==> config.mk <==
export PLATFORM = sky130hd
export DESIGN_NAME = pkg_pwr_coord
export DESIGN_NICKNAME = d
export VERILOG_FILES = /design/src/rtl/pwr_coord_pkg.sv /design/src/rtl/pwc_stop_sync.sv /design/src/rtl/pwc_grant_ctrl.sv /design/src/rtl/pwc_pkg_eval.sv /design/src/rtl/pkg_pwr_coord.sv
export SDC_FILE = /design/constraint.sdc
export NUM_CORES = 1
export LEC_CHECK = 0
export BUFFER_PORTS_ARGS = -buffer_cell sky130_fd_sc_hd__buf_2
export CAP_MARGIN = 20
export CORE_MARGIN = 2
export CORE_UTILIZATION = 50
export CTS_CLUSTER_SIZE = 8
export DETAILED_ROUTE_END_ITERATION = 8
export PLACE_DENSITY = 0.82
export SYNTH_ARGS = -nofsm -noshare
export SYNTH_HDL_FRONTEND = slang
export SYNTH_SLANG_ARGS = --single-unit
export TNS_END_PERCENT = 10
==> constraint.sdc <==
create_clock -name clk -period 1.3 [get_ports clk]
set_input_delay 0.13 -clock clk [delete_from_list [all_inputs] [get_ports clk]]
set_output_delay 0.13 -clock clk [all_outputs]
set_load 0.03 [all_outputs]
==> src/rtl/pwr_coord_pkg.sv <==
package pwr_coord_pkg;

  localparam int CS_W = 3;

  typedef enum logic [2:0] {
    CS_RUN     = 3'd0,
    CS_HALT    = 3'd1,
    CS_WAIT    = 3'd2,
    CS_C2      = 3'd3,
    CS_C3      = 3'd4,
    CS_C4      = 3'd5
  } core_cstate_e;

  typedef enum logic [1:0] {
    PKG_RUNNING    = 2'd0,
    PKG_STOP_GRANT = 2'd1,
    PKG_DEEPER     = 2'd2,
    PKG_QUIET      = 2'd3
  } pkg_state_e;

  typedef enum logic [1:0] {
    PH_IDLE    = 2'd0,
    PH_ACK     = 2'd1,
    PH_WAIT    = 2'd2,
    PH_GRANTED = 2'd3
  } sg_phase_e;

  typedef struct packed {
    logic deep_en;
    logic coord_en;
  } coord_cfg_t;

  // A core counts as running in the active, halt and wait codes.
  function automatic logic cs_is_active(input logic [CS_W-1:0] code);
    return (code == CS_RUN) || (code == CS_HALT) || (code == CS_WAIT);
  endfunction

  function automatic logic cs_is_c4(input logic [CS_W-1:0] code);
    return code == CS_C4;
  endfunction

endpackage

==> src/rtl/pwc_stop_sync.sv <==
module pwc_stop_sync #(
  parameter int STAGES = 2
) (
  input  logic clk,
  input  logic rst_n,
  input  logic async_in,
  output logic sync_out
);
  logic [STAGES-1:0] chain;

  generate
    if (STAGES == 1) begin : g_one
      always_ff @(posedge clk or negedge rst_n) begin
        if (!rst_n) chain <= '0;
        else        chain <= async_in;
      end
    end else begin : g_many
      always_ff @(posedge clk or negedge rst_n) begin
        if (!rst_n) chain <= '0;
        else        chain <= {chain[STAGES-2:0], async_in};
      end
    end
  endgenerate

  assign sync_out = chain[STAGES-1];
endmodule

==> src/rtl/pwc_grant_ctrl.sv <==
module pwc_grant_ctrl
  import pwr_coord_pkg::*;
#(
  parameter int NUM_CORES   = 2,
  parameter int GRANT_LIMIT = 20
) (
  input  logic                      clk,
  input  logic                      rst_n,
  input  logic                      stop_sync,
  input  logic [CS_W*NUM_CORES-1:0] core_q,
  input  logic                      ack_rsp,
  input  logic [NUM_CORES-1:0]      sg_ready,
  output logic                      ack_req,
  output logic [NUM_CORES-1:0]      sg_granted,
  output logic [NUM_CORES-1:0]      restore,
  output logic [CS_W*NUM_CORES-1:0] resume_state,
  output logic                      late,
  output logic                      granted
);
  localparam int CNT_W = $clog2(GRANT_LIMIT + 1);
  localparam logic [CNT_W-1:0] LAST_CNT = CNT_W'(GRANT_LIMIT - 1);

  sg_phase_e                 phase;
  logic [CNT_W-1:0]          cnt;
  logic [NUM_CORES-1:0]      eligible;
  logic [NUM_CORES-1:0]      elig_now;
  logic [CS_W*NUM_CORES-1:0] saved;
  logic [NUM_CORES-1:0]      restore_q;
  logic                      late_q;

  // Named events for the checks below.
  logic ready_ok;
  logic limit_hit;

  genvar gi;
  generate
    for (gi = 0; gi < NUM_CORES; gi++) begin : g_elig
      assign elig_now[gi] = cs_is_active(core_q[gi*CS_W +: CS_W]);
    end
  endgenerate

  assign ready_ok  = &(sg_ready | ~eligible);
  assign limit_hit = (cnt == LAST_CNT);

  always_ff @(posedge clk or negedge rst_n) begin
    if (!rst_n) begin
      phase     <= PH_IDLE;
      cnt       <= '0;
      eligible  <= '0;
      saved     <= '0;
      restore_q <= '0;
      late_q    <= 1'b0;
    end else begin
      restore_q <= '0;
      unique case (phase)
        PH_IDLE: begin
          if (stop_sync) begin
            phase    <= PH_ACK;
            eligible <= elig_now;
            saved    <= core_q;
            late_q   <= 1'b0;
          end
        end
        PH_ACK: begin
          if (!stop_sync) begin
            phase <= PH_IDLE;
          end else if (ack_rsp) begin
            phase <= PH_WAIT;
            cnt   <= '0;
          end
        end
        PH_WAIT: begin
          if (!stop_sync) begin
            phase <= PH_IDLE;
          end else if (ready_ok) begin
            phase <= PH_GRANTED;
          end else if (limit_hit) begin
            phase  <= PH_GRANTED;
            late_q <= 1'b1;
          end else begin
            cnt <= cnt + 1'b1;
          end
        end
        PH_GRANTED: begin
          if (!stop_sync) begin
            phase     <= PH_IDLE;
            restore_q <= eligible;
          end
        end
        default: phase <= PH_IDLE;
      endcase
    end
  end

  assign ack_req      = (phase == PH_ACK);
  assign granted      = (phase == PH_GRANTED);
  assign sg_granted   = eligible & {NUM_CORES{granted}};
  assign restore      = restore_q;
  assign resume_state = saved;
  assign late         = late_q;

  // a newly seen stop request opens the acknowledge cycle next edge
  a_r6_ack_after_sync: assert property (@(posedge clk) disable iff (!rst_n)
    ($rose(stop_sync) && phase == PH_IDLE) |=> ack_req);

  // no response, request still present -> acknowledge held
  a_r7_ack_hold: assert property (@(posedge clk) disable iff (!rst_n)
    (ack_req && !ack_rsp && stop_sync) |=> ack_req);

  // the wait counter never passes the bound
  a_r10_wait_bound: assert property (@(posedge clk) disable iff (!rst_n)
    (phase == PH_WAIT) |-> (cnt < CNT_W'(GRANT_LIMIT)));

  // restore strobe lasts one cycle
  a_r11_restore_pulse: assert property (@(posedge clk) disable iff (!rst_n)
    (|restore_q) |=> (restore_q == '0));

  generate
    for (gi = 0; gi < NUM_CORES; gi++) begin : g_chk
      // only cores that were running when latched may be granted
      a_r9_grant_only_active: assert property (@(posedge clk) disable iff (!rst_n)
        sg_granted[gi] |-> cs_is_active(saved[gi*CS_W +: CS_W]));
    end
  endgenerate
endmodule

==> src/rtl/pwc_pkg_eval.sv <==
module pwc_pkg_eval
  import pwr_coord_pkg::*;
#(
  parameter int NUM_CORES = 2
) (
  input  logic [CS_W*NUM_CORES-1:0] core_q,
  input  coord_cfg_t                cfg,
  input  logic                      granted,
  output logic [1:0]                pkg_state,
  output logic                      dsr
);
  localparam bit MULTI = (NUM_CORES > 1);

  logic       any_active;
  logic       all_c4;
  pkg_state_e st;

  always_comb begin
    any_active = 1'b0;
    all_c4     = 1'b1;
    for (int i = 0; i < NUM_CORES; i++) begin
      if (cs_is_active(core_q[i*CS_W +: CS_W])) any_active = 1'b1;
      if (!cs_is_c4(core_q[i*CS_W +: CS_W]))    all_c4     = 1'b0;
    end
  end

  assign dsr = cfg.deep_en && all_c4 && (MULTI || cfg.coord_en);

  always_comb begin
    if (granted)         st = PKG_STOP_GRANT;
    else if (any_active) st = PKG_RUNNING;
    else if (dsr)        st = PKG_DEEPER;
    else                 st = PKG_QUIET;
  end

  assign pkg_state = st;
endmodule

==> src/rtl/pkg_pwr_coord.sv <==
module pkg_pwr_coord
  import pwr_coord_pkg::*;
#(
  parameter int NUM_CORES   = 2,
  parameter int GRANT_LIMIT = 20,
  parameter int SYNC_STAGES = 2
) (
  input  logic                      clk,
  input  logic                      rst_n,
  input  logic [3*NUM_CORES-1:0]    core_state,
  input  logic                      cfg_we,
  input  logic [1:0]                cfg_wdata,
  input  logic                      stop_clk_req,
  output logic                      sg_ack_req,
  input  logic                      sg_ack_rsp,
  input  logic [NUM_CORES-1:0]      core_sg_ready,
  output logic [NUM_CORES-1:0]      core_stop_grant,
  output logic [NUM_CORES-1:0]      core_restore,
  output logic [3*NUM_CORES-1:0]    core_resume_state,
  output logic                      grant_late,
  output logic [1:0]                pkg_state,
  output logic                      deeper_sleep_req
);
  logic [CS_W*NUM_CORES-1:0] core_q;
  coord_cfg_t                cfg_q;
  logic                      stop_sync;
  logic                      granted;

  always_ff @(posedge clk or negedge rst_n) begin
    if (!rst_n) begin
      core_q <= '0;
      cfg_q  <= '0;
    end else begin
      core_q <= core_state;
      if (cfg_we) cfg_q <= coord_cfg_t'(cfg_wdata);
    end
  end

  pwc_stop_sync #(.STAGES(SYNC_STAGES)) u_sync (
    .clk      (clk),
    .rst_n    (rst_n),
    .async_in (stop_clk_req),
    .sync_out (stop_sync)
  );

  pwc_grant_ctrl #(.NUM_CORES(NUM_CORES), .GRANT_LIMIT(GRANT_LIMIT)) u_grant (
    .clk          (clk),
    .rst_n        (rst_n),
    .stop_sync    (stop_sync),
    .core_q       (core_q),
    .ack_rsp      (sg_ack_rsp),
    .sg_ready     (core_sg_ready),
    .ack_req      (sg_ack_req),
    .sg_granted   (core_stop_grant),
    .restore      (core_restore),
    .resume_state (core_resume_state),
    .late         (grant_late),
    .granted      (granted)
  );

  pwc_pkg_eval #(.NUM_CORES(NUM_CORES)) u_eval (
    .core_q    (core_q),
    .cfg       (cfg_q),
    .granted   (granted),
    .pkg_state (pkg_state),
    .dsr       (deeper_sleep_req)
  );

  // Input-side views for the checks.
  logic in_all_c4;
  logic in_any_active;
  always_comb begin
    in_all_c4     = 1'b1;
    in_any_active = 1'b0;
    for (int i = 0; i < NUM_CORES; i++) begin
      if (core_state[i*3 +: 3] != 3'd5) in_all_c4 = 1'b0;
      if (core_state[i*3 +: 3] <= 3'd2) in_any_active = 1'b1;
    end
  end

  // a running core keeps the package out of idle states
  a_r2_running_wins: assert property (@(posedge clk) disable iff (!rst_n)
    in_any_active |=> (pkg_state == PKG_RUNNING || pkg_state == PKG_STOP_GRANT));

  // the request is only ever seen after unanimous C4 at the pins
  a_r3_needs_all_c4: assert property (@(posedge clk) disable iff (!rst_n)
    deeper_sleep_req |-> $past(in_all_c4));

  // a core leaving C4 removes the request on the next edge
  a_r5_dsr_drop: assert property (@(posedge clk) disable iff (!rst_n)
    (deeper_sleep_req && !in_all_c4) |=> !deeper_sleep_req);
endmodule

==> summary.md <==
| Metric | Value |
|---|---|
| Die Span Y | 51.51 um |
| Top Metal Used | met4 |
| Relative slew slack | 0.6189 |
| Worst Slack Setup Final | -0.1367 ns |
| Global-route wire length before repair | 3808 um |
| Post-synthesis sequential area ratio | 0.5987 |
| Ant diodes | 0 |
| Crit Path Max Fanout | 3 |
| Total global routing overflow | 0 |
| Synth top area share | 0.5987 |
| RSZ-0062 raised after global routing | yes |
| Req. time, crit path | 1.17 ns |
| Max_cap viols | 0 |
| Starting Density | 0.5202 |
| Top cells by area, synth | dfrtp_1, nand2_1, mux2i_1, nand3_1, nor2b_1 |
| Family with the most delay on the worst path | flip-flops |
| Crit-path max cell delay | 0.43 ns |
| Clock group share of total power | 0.213 |
| Worst vdd rail ir drop | 0.8278 mV |
| HPWL Detailed | 1526 um |
| Synth warn | 0 |
| Net Sw Frac | 0.3132 |
| Final hold vios | 0 |
| Total power | 0.001752 W |
| Hold depth | 2 |
| Outcome | complete, but fails checks |
| Leakage | 0.7582 nW |
| R2R depth | 4 |
| Mapped Cells | 106 |
| Final wirelength | 2326 um |
| Worst skew pair latency | 0.34 ns |
| Slew @ Worst Pin | 0.5716 ns |
| Number of buffers created by CTS | 3 |
| Die W | 51.51 um |
| Number of synthesized flops with an enable pin | 0 |
| Int Pwr | 0.001203 W |
| CTS max path bufs | 2 |
| Drt pass-1 iters | 4 |
| Layout area overhead | 33.59% |
| Synth Flop Type | dfrtp_1 |
| Crit path kind | flip-flop to primary output |
| Core Area | 0.002170 mm^2 |
| CP max stage cell | dfrtp_1 |
| Initial antenna violation count | 0 |
| Critical Path Start Type | flip-flop |
| Vias in the first global route | 893 |
| CP cell instances | a21o_1 > nand2_2 > o21ai_1 > buf_4 |
| Non-Filler Instances | 177 |
| Post-DR wirelength/cell | 13.14 um |
| Critical Path Stages | 4 |
| CP Capture Type | primary output |
| Nets | 166 |
| Via total after detailed routing | 926 |
| Library cells used by synthesis | 29 |
| Avg Inst Size Synth | 10.65 um^2 |
| IO Pins | 30 |
| Routability cong. | 0.7835 |
| Average via count per standard cell | 5.232 |
| TritonCTS clock tree | yes |
| CTS clk-pin slew, worst paths | 0.15 ns |
| Metal3 WL | 106 um |
| GR Util All Layers | 0.1986 |
| Min Clock Period, post-route | 1.437 ns |
| Power Density | 1162 mW/mm^2 |
| Max Fclk | 696.0 MHz |
| Placed cell count | 161 |
| Syn_nets | 122 |
| Die ar. | 0.002653 mm^2 |
| Synthesized flop and latch total | 27 |
| Site row count | 17 |
| Metal-1 WL | 984 um |
| WP buf/inv | 1 |
| Clock tree sinks | 27 |
| Gate power share | 0.220 |
| Final Setup Violations | 5 |
| Part of the power in registers | 0.567 |
| Multi-input gate area | 457.9 um^2 |
| Min-delay worst type | input port to flip-flop |
| DRT iter0 DRCs | 7 |
| Clk_skew | 0.01255 ns |
| Fillers | 160 |
| Met2 Routed Length | 1187 um |
| Antenna Nets Post-Route | 0 |
| Layout cell share with drive strength beyond 1 | 0.3490 |
| Largest net degree at the start of global routing | 28 |
| Reg area | 676.9 um^2 |
| Switching power | 0.0005488 W |
| DR DRC count | 0 |
| Failing checks | setup timing |
| Period utilisation layout | 1.105 |
| I/O Buffers | 28 |
| Post-Synthesis Cell Area | 0.001129 mm^2 |
| Crit path DAT | 1.31 ns |
| H-tree depth | 1 |
| CTS root buffer | clkbuf_4 |
| Synth async-reset ratio | 1.000 |
| Cell taking the most area after synthesis | dfrtp_1 |
| Final Slew Violations | 0 |
[cell type report]
cell class / instances / area share
well taps: 28 / 0.02324
multi-input cells: 73 / 0.3037
inverters: 1 / 0.002490
repair buffers: 44 / 0.2017
clock buffers: 3 / 0.01494
clock inverters: 1 / 0.004979
flip-flops and latches: 27 / 0.4490
[registers in the layout, summed over array words and instances, names as in the netlist]
| register | count |
|---|---|
| u_grant.eligible | 2 |
| cfg_q | 1 |
| u_grant.phase | 2 |
| u_grant.resume_state | 6 |
| u_grant.restore | 2 |
| u_grant.late | 1 |
| u_grant.cnt | 5 |
| core_q | 6 |
| u_sync.chain | 2 |
[kinds of logic after synthesis]
group | Yosys count | share of synthesized area
buffers and inverters | 6 | 0.03435
AO/OA/AOI/OAI | 11 | 0.05876
XOR/XNOR | 1 | 0.007762
flip-flops | 27 | 0.5987
AND/OR/NAND/NOR | 56 | 0.2528
multiplexers | 4 | 0.03659
adder cells (fa/ha/maj) | 1 | 0.01108
[routing by layer]
metal,global-route usage,vias up
li1,-,443
met5,0,-
met2,0.3483,29
met4,0.08772,0
met3,0.03736,6
met1,0.2369,448
[cell usage after synthesis, drive strengths merged (2+ instances only)]
| master | count |
|---|---|
| and3 | 3 |
| o21ai | 4 |
| nor2b | 4 |
| nand2b | 4 |
| nand4b | 2 |
| a21o | 3 |
| a21oi | 2 |
| nand2 | 28 |
| nand3b | 2 |
| nand3 | 5 |
| nor2 | 4 |
| dfrtp | 27 |
| mux2i | 3 |
| buf | 4 |
[power by group through the flow]
stage                     Combinational, W  Sequential (W)  Clock, W
after floorplan                   0.000155         0.00106         0
after global placement            0.000320         0.00100         0
after detailed placement          0.000331         0.00101         0
after CTS                         0.000365        0.000990  0.000380
after global routing              0.000424         0.00101  0.000421
final                             0.000385        0.000994  0.000373
[cells in the final DEF (no fill, tap or decap), drive strengths merged, types with 3 or more instances in the layout]
| cell type | count |
|---|---|
| nand3 | 5 |
| nor2 | 4 |
| dfrtp | 27 |
| nor2b | 4 |
| a21o | 3 |
| buf | 36 |
| dlygate4sd3 | 8 |
| mux2i | 3 |
| and3 | 3 |
| clkbuf | 3 |
| nand2 | 28 |
| nand2b | 4 |
| o21ai | 4 |
[per-stage QoR]
step / hold slack, ns / setup TNS, ns / setup slack [ns] / util / cell area (um^2)
global placement: 0.1525 / 0 / 0.05958 / 0.6009 / 1304
global route: -0.003935 / -0.9407 / -0.2282 / 0.6949 / 1508
detailed placement: 0.1592 / 0 / 0.03453 / 0.6009 / 1304
floorplan: -0.1656 / -0.2080 / -0.07150 / - / 1134
CTS: 0.006670 / -0.4116 / -0.1393 / 0.6696 / 1453
finish: 0.01233 / -0.3979 / -0.1367 / 0.6949 / 1508
[worst paths after layout]
| path | startpoint | end | slack, ns |
|---|---|---|---|
| min in group asynchronous | rst_n | u_grant.resume_state[4] | 0.29 |
| max in group asynchronous | rst_n | u_grant.phase[1] | 0.58 |
| worst min register to register | u_sync.chain[0] | u_sync.chain[1] | 0.37 |
| worst max register to register | u_grant.phase[0] | u_grant.cnt[3] | 0.04 |
| worst max-delay path | core_q[4] | pkg_state[0] | -0.14 |
| worst min-delay path | cfg_wdata[1] | cfg_q[1] | 0.01 |
[what timing repair did]
action	CTS	global route
hold endpoints to repair	34	0
pin swaps	2	4
buffers inserted	1	3
gates resized for setup	11	7
endpoints found under the setup margin	6	20
hold buffers	8	0
No activity file was read; power rests on OpenSTA's default activity.
